## src/rtl/tif_pkg.sv

```systemverilog
package tif_pkg;
   localparam int TIF_NUM_SRC = 8;
   localparam int TIF_IDX_W   = $clog2(TIF_NUM_SRC);

   // flag bit positions: priority and vector index follow them
   localparam int TIF_BIT_T0_CMP  = 0;
   localparam int TIF_BIT_T0_OVF  = 1;
   localparam int TIF_BIT_T2_CMP  = 2;
   localparam int TIF_BIT_T1_CAP  = 3;
   localparam int TIF_BIT_T2_OVF  = 4;
   localparam int TIF_BIT_T1_CMPB = 5;
   localparam int TIF_BIT_T1_CMPA = 6;
   localparam int TIF_BIT_T1_OVF  = 7;
endpackage

```

## src/rtl/tif_flag_bank.sv

```systemverilog
module tif_flag_bank #(
   parameter int N = 8
) (
   input  logic         clk,
   input  logic         rst_n,
   input  logic [N-1:0] set_i,
   input  logic [N-1:0] clr_i,
   output logic [N-1:0] flag_o
);
   generate
      if (N < 1) begin : g_bad_n
         $error("tif_flag_bank: N must be at least 1");
      end
   endgenerate

   genvar gi;
   generate
      for (gi = 0; gi < N; gi++) begin : g_bit
         always_ff @(posedge clk or negedge rst_n) begin
            if (!rst_n)
               flag_o[gi] <= 1'b0;
            else if (set_i[gi])
               flag_o[gi] <= 1'b1;
            else if (clr_i[gi])
               flag_o[gi] <= 1'b0;
         end

         assert_set_wins_R8: assert property (@(posedge clk) disable iff (!rst_n)
            set_i[gi] |=> flag_o[gi]);
         assert_clear_R3: assert property (@(posedge clk) disable iff (!rst_n)
            (clr_i[gi] && !set_i[gi]) |=> !flag_o[gi]);
         assert_hold_R3: assert property (@(posedge clk) disable iff (!rst_n)
            (!clr_i[gi] && !set_i[gi]) |=> $stable(flag_o[gi]));
      end
   endgenerate
endmodule

```

## src/rtl/tif_mask_reg.sv

```systemverilog
module tif_mask_reg #(
   parameter int N = 8
) (
   input  logic         clk,
   input  logic         rst_n,
   input  logic         wr_en,
   input  logic [N-1:0] wdata,
   output logic [N-1:0] mask_o
);
   always_ff @(posedge clk or negedge rst_n) begin
      if (!rst_n)
         mask_o <= '0;
      else if (wr_en)
         mask_o <= wdata;
   end

   assert_mask_load_R4: assert property (@(posedge clk) disable iff (!rst_n)
      wr_en |=> (mask_o == $past(wdata)));
   assert_mask_hold_R10: assert property (@(posedge clk) disable iff (!rst_n)
      !wr_en |=> $stable(mask_o));
endmodule

```

## src/rtl/tif_prio_arb.sv

```systemverilog
module tif_prio_arb #(
   parameter int N     = 8,
   parameter int IDX_W = $clog2(N)
) (
   input  logic [N-1:0]     req_i,
   output logic             valid_o,
   output logic [IDX_W-1:0] idx_o,
   output logic [N-1:0]     grant_o
);
   generate
      if ((1 << IDX_W) < N) begin : g_bad_idx
         $error("tif_prio_arb: IDX_W too narrow for N");
      end
   endgenerate

   // higher positions overwrite lower ones: the top set bit wins
   always_comb begin
      idx_o   = '0;
      grant_o = '0;
      for (int k = 0; k < N; k++) begin
         if (req_i[k]) begin
            idx_o   = IDX_W'(k);
            grant_o = N'(1) << k;
         end
      end
   end

   assign valid_o = |req_i;

   always_comb begin
      assert_grant_onehot_R6: assert ($onehot0(grant_o));
   end
endmodule

```

## src/rtl/tif_ctrl.sv

```systemverilog
module tif_ctrl #(
   parameter int                 NUM_SRC   = tif_pkg::TIF_NUM_SRC,
   parameter int                 ADDR_W    = 8,
   parameter int                 DATA_W    = 8,
   parameter logic [ADDR_W-1:0]  FLAG_ADDR = 8'h38,
   parameter logic [ADDR_W-1:0]  MASK_ADDR = 8'h39,
   parameter bit                 HAS_PWM   = 1'b1,
   localparam int                IDX_W     = $clog2(NUM_SRC)
) (
   input  logic              clk,
   input  logic              rst_n,
   input  logic [ADDR_W-1:0] bus_addr,
   input  logic              bus_wr,
   input  logic              bus_rd,
   input  logic [DATA_W-1:0] bus_wdata,
   output logic [DATA_W-1:0] bus_rdata,
   input  logic              gie,
   input  logic [NUM_SRC-2:0] evt_pulse,
   input  logic              t1_ovf_evt,
   input  logic              t1_leave_zero_evt,
   input  logic              t1_pwm_mode,
   output logic              irq_valid,
   output logic [IDX_W-1:0]  irq_index,
   input  logic              irq_ack
);
   localparam int TOP_BIT = NUM_SRC - 1;

   generate
      if (NUM_SRC != DATA_W) begin : g_bad_width
         $error("tif_ctrl: NUM_SRC must equal DATA_W");
      end
      if (FLAG_ADDR == MASK_ADDR) begin : g_bad_addr
         $error("tif_ctrl: flag and mask addresses collide");
      end
   endgenerate

   logic              hit_flag, hit_mask;
   logic [NUM_SRC-1:0] set_vec, clr_vec, flags, mask, pending, grant;
   logic              t1_top_set;

   assign hit_flag = (bus_addr == FLAG_ADDR);
   assign hit_mask = (bus_addr == MASK_ADDR);

   generate
      if (HAS_PWM) begin : g_pwm_sel
         assign t1_top_set = t1_pwm_mode ? t1_leave_zero_evt : t1_ovf_evt;
      end else begin : g_no_pwm
         assign t1_top_set = t1_ovf_evt;
      end
   endgenerate

   assign set_vec = {t1_top_set, evt_pulse};
   assign clr_vec = ((bus_wr && hit_flag) ? bus_wdata : '0)
                  | (irq_ack ? grant : '0);

   tif_flag_bank #(.N(NUM_SRC)) u_flags (
      .clk    (clk),
      .rst_n  (rst_n),
      .set_i  (set_vec),
      .clr_i  (clr_vec),
      .flag_o (flags)
   );

   tif_mask_reg #(.N(NUM_SRC)) u_mask (
      .clk    (clk),
      .rst_n  (rst_n),
      .wr_en  (bus_wr && hit_mask),
      .wdata  (bus_wdata),
      .mask_o (mask)
   );

   assign pending = flags & mask & {NUM_SRC{gie}};

   tif_prio_arb #(.N(NUM_SRC), .IDX_W(IDX_W)) u_arb (
      .req_i   (pending),
      .valid_o (irq_valid),
      .idx_o   (irq_index),
      .grant_o (grant)
   );

   always_comb begin
      bus_rdata = '0;
      if (bus_rd) begin
         if (hit_flag)      bus_rdata = flags;
         else if (hit_mask) bus_rdata = mask;
      end
   end

   assert_gate_R5: assert property (@(posedge clk) disable iff (!rst_n)
      irq_valid |-> (gie && flags[irq_index] && mask[irq_index]));
   assert_no_req_R5: assert property (@(posedge clk) disable iff (!rst_n)
      !gie |-> !irq_valid);
   assert_highest_R6: assert property (@(posedge clk) disable iff (!rst_n)
      irq_valid |-> ((flags & mask) >> irq_index) == NUM_SRC'(1));
   assert_ack_clears_R7: assert property (@(posedge clk) disable iff (!rst_n)
      (irq_valid && irq_ack && !set_vec[irq_index]) |=> !flags[$past(irq_index)]);
   assert_pwm_ignores_ovf_R9: assert property (@(posedge clk) disable iff (!rst_n)
      (t1_pwm_mode && !t1_leave_zero_evt && !flags[TOP_BIT]) |=> !flags[TOP_BIT]);
   assert_reset_R1: assert property (@(posedge clk)
      !rst_n |=> (flags == '0 && mask == '0));
endmodule

```

## config.mk

```make
export PLATFORM = sky130hd
export DESIGN_NAME = tif_ctrl
export DESIGN_NICKNAME = d
export VERILOG_FILES = /design/src/rtl/tif_pkg.sv /design/src/rtl/tif_flag_bank.sv /design/src/rtl/tif_mask_reg.sv /design/src/rtl/tif_prio_arb.sv /design/src/rtl/tif_ctrl.sv
export SDC_FILE = /design/constraint.sdc
export NUM_CORES = 1
export LEC_CHECK = 0
export BUFFER_PORTS_ARGS = -buffer_cell sky130_fd_sc_hd__buf_2
export CAP_MARGIN = 10
export CORE_UTILIZATION = 45
export CTS_BUF_LIST = sky130_fd_sc_hd__clkbuf_16
export CTS_CLUSTER_SIZE = 24
export DETAILED_ROUTE_END_ITERATION = 8
export PLACE_DENSITY = 0.78
export SYNTH_ARGS = -nofsm -noshare
export SYNTH_HDL_FRONTEND = slang
export SYNTH_SLANG_ARGS = --single-unit
```

## constraint.sdc

```tcl
create_clock -name clk -period 1.87 [get_ports clk]
set_input_delay 0.374 -clock clk [delete_from_list [all_inputs] [get_ports clk]]
set_output_delay 0.374 -clock clk [all_outputs]
set_load 0.03 [all_outputs]
```

==> metrics.md <==
| Metric | Value |
|---|---|
| Setup Skew | 0.000807 ns |
| Placer Congestion | 0.806 |
| CP Data Arrival Time | 1.53 ns |
| Port Buffers | 43 |
| Initial Util | 48.2% |
| CTS tree | done |
| Slew @ Worst Pin | 0.492 ns |
| Critical register-to-register path startpoint | u_flags.flag_o[5] |
| Via count | 1,003 |
| Cell Rows | 16 |
| Remaining antenna violation count | 0 |
| Vert. Die Dim | 48.1 microns |
| DR WL/cell | 13.6 microns |
| Core Footprint | 1980 sq um |
| RSZ-0062 raised after global routing | yes |
| Worst Hold Class | in2async |
| 1st-iter DRT viols | 16 |
| Min cycle time layout | 1.90 ns |
| Width of the chip | 48.1 microns |
| Register area share after synthesis | 41.9% |
| # setup viols final | 2 |
| Cell taking the most area after synthesis | dfrtp_1 |
| Status | complete, but fails checks |
| WS Path Type | reg2out |
| Reg-to-reg slack, setup | -0.02 ns |
| Mapped Avg Cell Area | 9.55 sq um |
| Failing checks | setup timing |
| FMAX | 525 MHz |
| Drt drc | 0 |
| Synth Register Bits | 16 |
| Die area | 2310 sq um |
| Cell count after placement | 173 |
| Setup crit end kind | output port |
| First-pass DRT Iterations | 4 |
| # IOs | 44 |
| Hold Violations, Final | 0 |
| Post-synthesis cell count | 100 |
| Yosys cell types | 31 |
| R2R cell count | 5 |
| Crit-path max FO | 4 |
| Slew margin rel. | 66.9% |
| Final Net Count | 185 |
| Max clock buf depth | 2 |
| CP startpoint | u_flags.flag_o[5] |
| Total CTS buffers | 3 |
| Leak | 0.000666 uW |
| GRT overflow | 0 |
| Detailed Route WL | 2430 microns |
| Worst setup margin | -0.0330 ns |
| CP endpoint | irq_valid |
| Post-synth top area share | 41.9% |
| CTS H-tree lvls | 1 |
| Fin crit share | 102% |
| R2r endpoint | u_flags.flag_o[1] |
| Ranking of synthesized cells by area | dfrtp_1 42%, mux2i_1 8.4%, nand2_1 7.1% |
| Power, Total | 956 uW |
| Max Slew Vio Count | 0 |
| DPL Wire Length | 1780 microns |
| Dpl ws | 0.0369 ns |
| First-pass GRT wire length | 3510 microns |
| Critical Path RT | 1.50 ns |
| Worst hold margin | 0.0327 ns |
| Worst skew pair latency | 0.25 ns |
| CTS clk-pin slew, worst paths | 0.05 ns |
| Clock root buffer | clkbuf_16 |
| Largest net degree at the start of global routing | 17 |
| Total GRT Usage | 22.3% |
| Crit path launch type | flip-flop |
| Area growth from synthesis to layout | 41.5% |
| Vias in the first global route | 832 |
| N_diodes | 0 |
| Final Instance Count excl. Fillers | 179 |
| Synth Net Count | 132 |
| Post-Syn Area | 955 sq um |
| YS warnings | 0 |
| Max-cap viol count | 0 |
| Vias/cell | 5.60 |
| Initial antenna violation count | 0 |
| Layout cell share with drive strength beyond 1 | 40.1% |
| Clock sink count | 16 |
| Pwr per Cell Area | 708 nW/um^2 |
| Final core utilization | 68.2% |
| Peak supply drop | 0.397 mV |
==> report_power, final <==
| part | leakage (uW) | internal, uW | switching (uW) |
|---|---|---|---|
| logic | 0.000446 | 79.2 | 86.6 |
| registers | 0.000181 | 358 | 11.4 |
| clock network | 0.0000385 | 284 | 137 |
| total | 0.000666 | 721 | 235 |
==> metal layers <==
metal  GRT usage [%]  vias to the layer above  routed length [microns]
li1                -                      476                        -
met1            27.5                      472                      997
met2            39.5                       50                     1220
met3            3.40                        5                      179
met4            7.22                        0                       31
met5               0                        -                        0
==> worst max-delay path, cell delays in order, from the launching register on <==
cell     delay, ns
dfrtp_1       0.40
a22o_1        0.28
o31a_1        0.28
a21o_1        0.18
buf_6         0.14
==> synth_stat cells (all sizes together) <==
cell type and count:
nand2 18, dfrtp 16, nor2 11, mux2 8, mux2i 8, a31o 7, nand3 7, and2 2
nand4 2, nor3 2, a211o 1, a21o 1, a21oi 1, a22o 1, a22oi 1, a311oi 1
and3 1, buf 1, clkbuf 1, inv 1, nand4b 1, nor2b 1, o21a 1, o21ai 1
o31a 1, o31ai 1, or3 1, or4 1, or4b 1
==> logic make-up after synthesis <==
| logic type | synth area share, % |
|---|---|
| DFF | 41.9 |
| buffers and inverters | 1.31 |
| and+or+nand+nor | 24.6 |
| muxes | 17.8 |
| AOI/OAI and AO/OA | 14.3 |
==> layout make-up <==
class / count / area [sq um]
Inverter: 1 / 3.75
Fill cell: 164 / 631
Multi-Input combinational cell: 81 / 546
Sequential cell: 16 / 400
Clock inverter: 1 / 3.75
Clock buffer: 3 / 75.1
Tap cell: 27 / 33.8
Timing Repair Buffer: 50 / 289
==> cell usage in the layout, fill, tap and decap left out, drive strengths merged, types with 2 or more instances in the layout <==
| master | instances |
|---|---|
| nand2 | 18 |
| a31o | 7 |
| and2 | 2 |
| nor3 | 2 |
| nor2 | 11 |
| buf | 50 |
| clkbuf | 3 |
| dfrtp | 16 |
| mux2 | 8 |
| nand4 | 2 |
| mux2i | 8 |
| nand3 | 7 |
==> sequential cells by signal (all words and copies together), names as in the netlist <==
signal and flops:
u_flags.flag_o 8, u_mask.mask_o 8
==> worst min path at each step <==
stage | start | slack [ns] | end | cells after the start
5_1_grt | rst_n | 0.07 | u_mask.mask_o[3] | 1
2_1_floorplan | rst_n | 0.08 | u_flags.flag_o[0] | 0
3_5_place_dp | rst_n | 0.30 | u_mask.mask_o[2] | 1
4_1_cts | rst_n | 0.04 | u_mask.mask_o[2] | 1
6_report | rst_n | 0.03 | u_mask.mask_o[2] | 1
3_3_place_gp | rst_n | 0.30 | u_mask.mask_o[2] | 1
==> repair_timing <==
| action | 4_1_cts | 5_1_grt |
|---|---|---|
| pin swaps | 2 | 3 |
| resized for setup | 3 | 6 |
| setup endpoints to repair | 2 | 6 |
| setup buffers | 2 | 0 |
| hold buffers | 0 | 0 |
==> metrics by stage <==
stage | area (sq um) | setup TNS [ns]
floorplan | 955 | 0
global placement | 1230 | 0
detailed placement | 1230 | 0
CTS | 1340 | -0.102
global route | 1350 | -0.226
finish | 1350 | -0.0533
No activity file was read; power rests on OpenSTA's default activity.
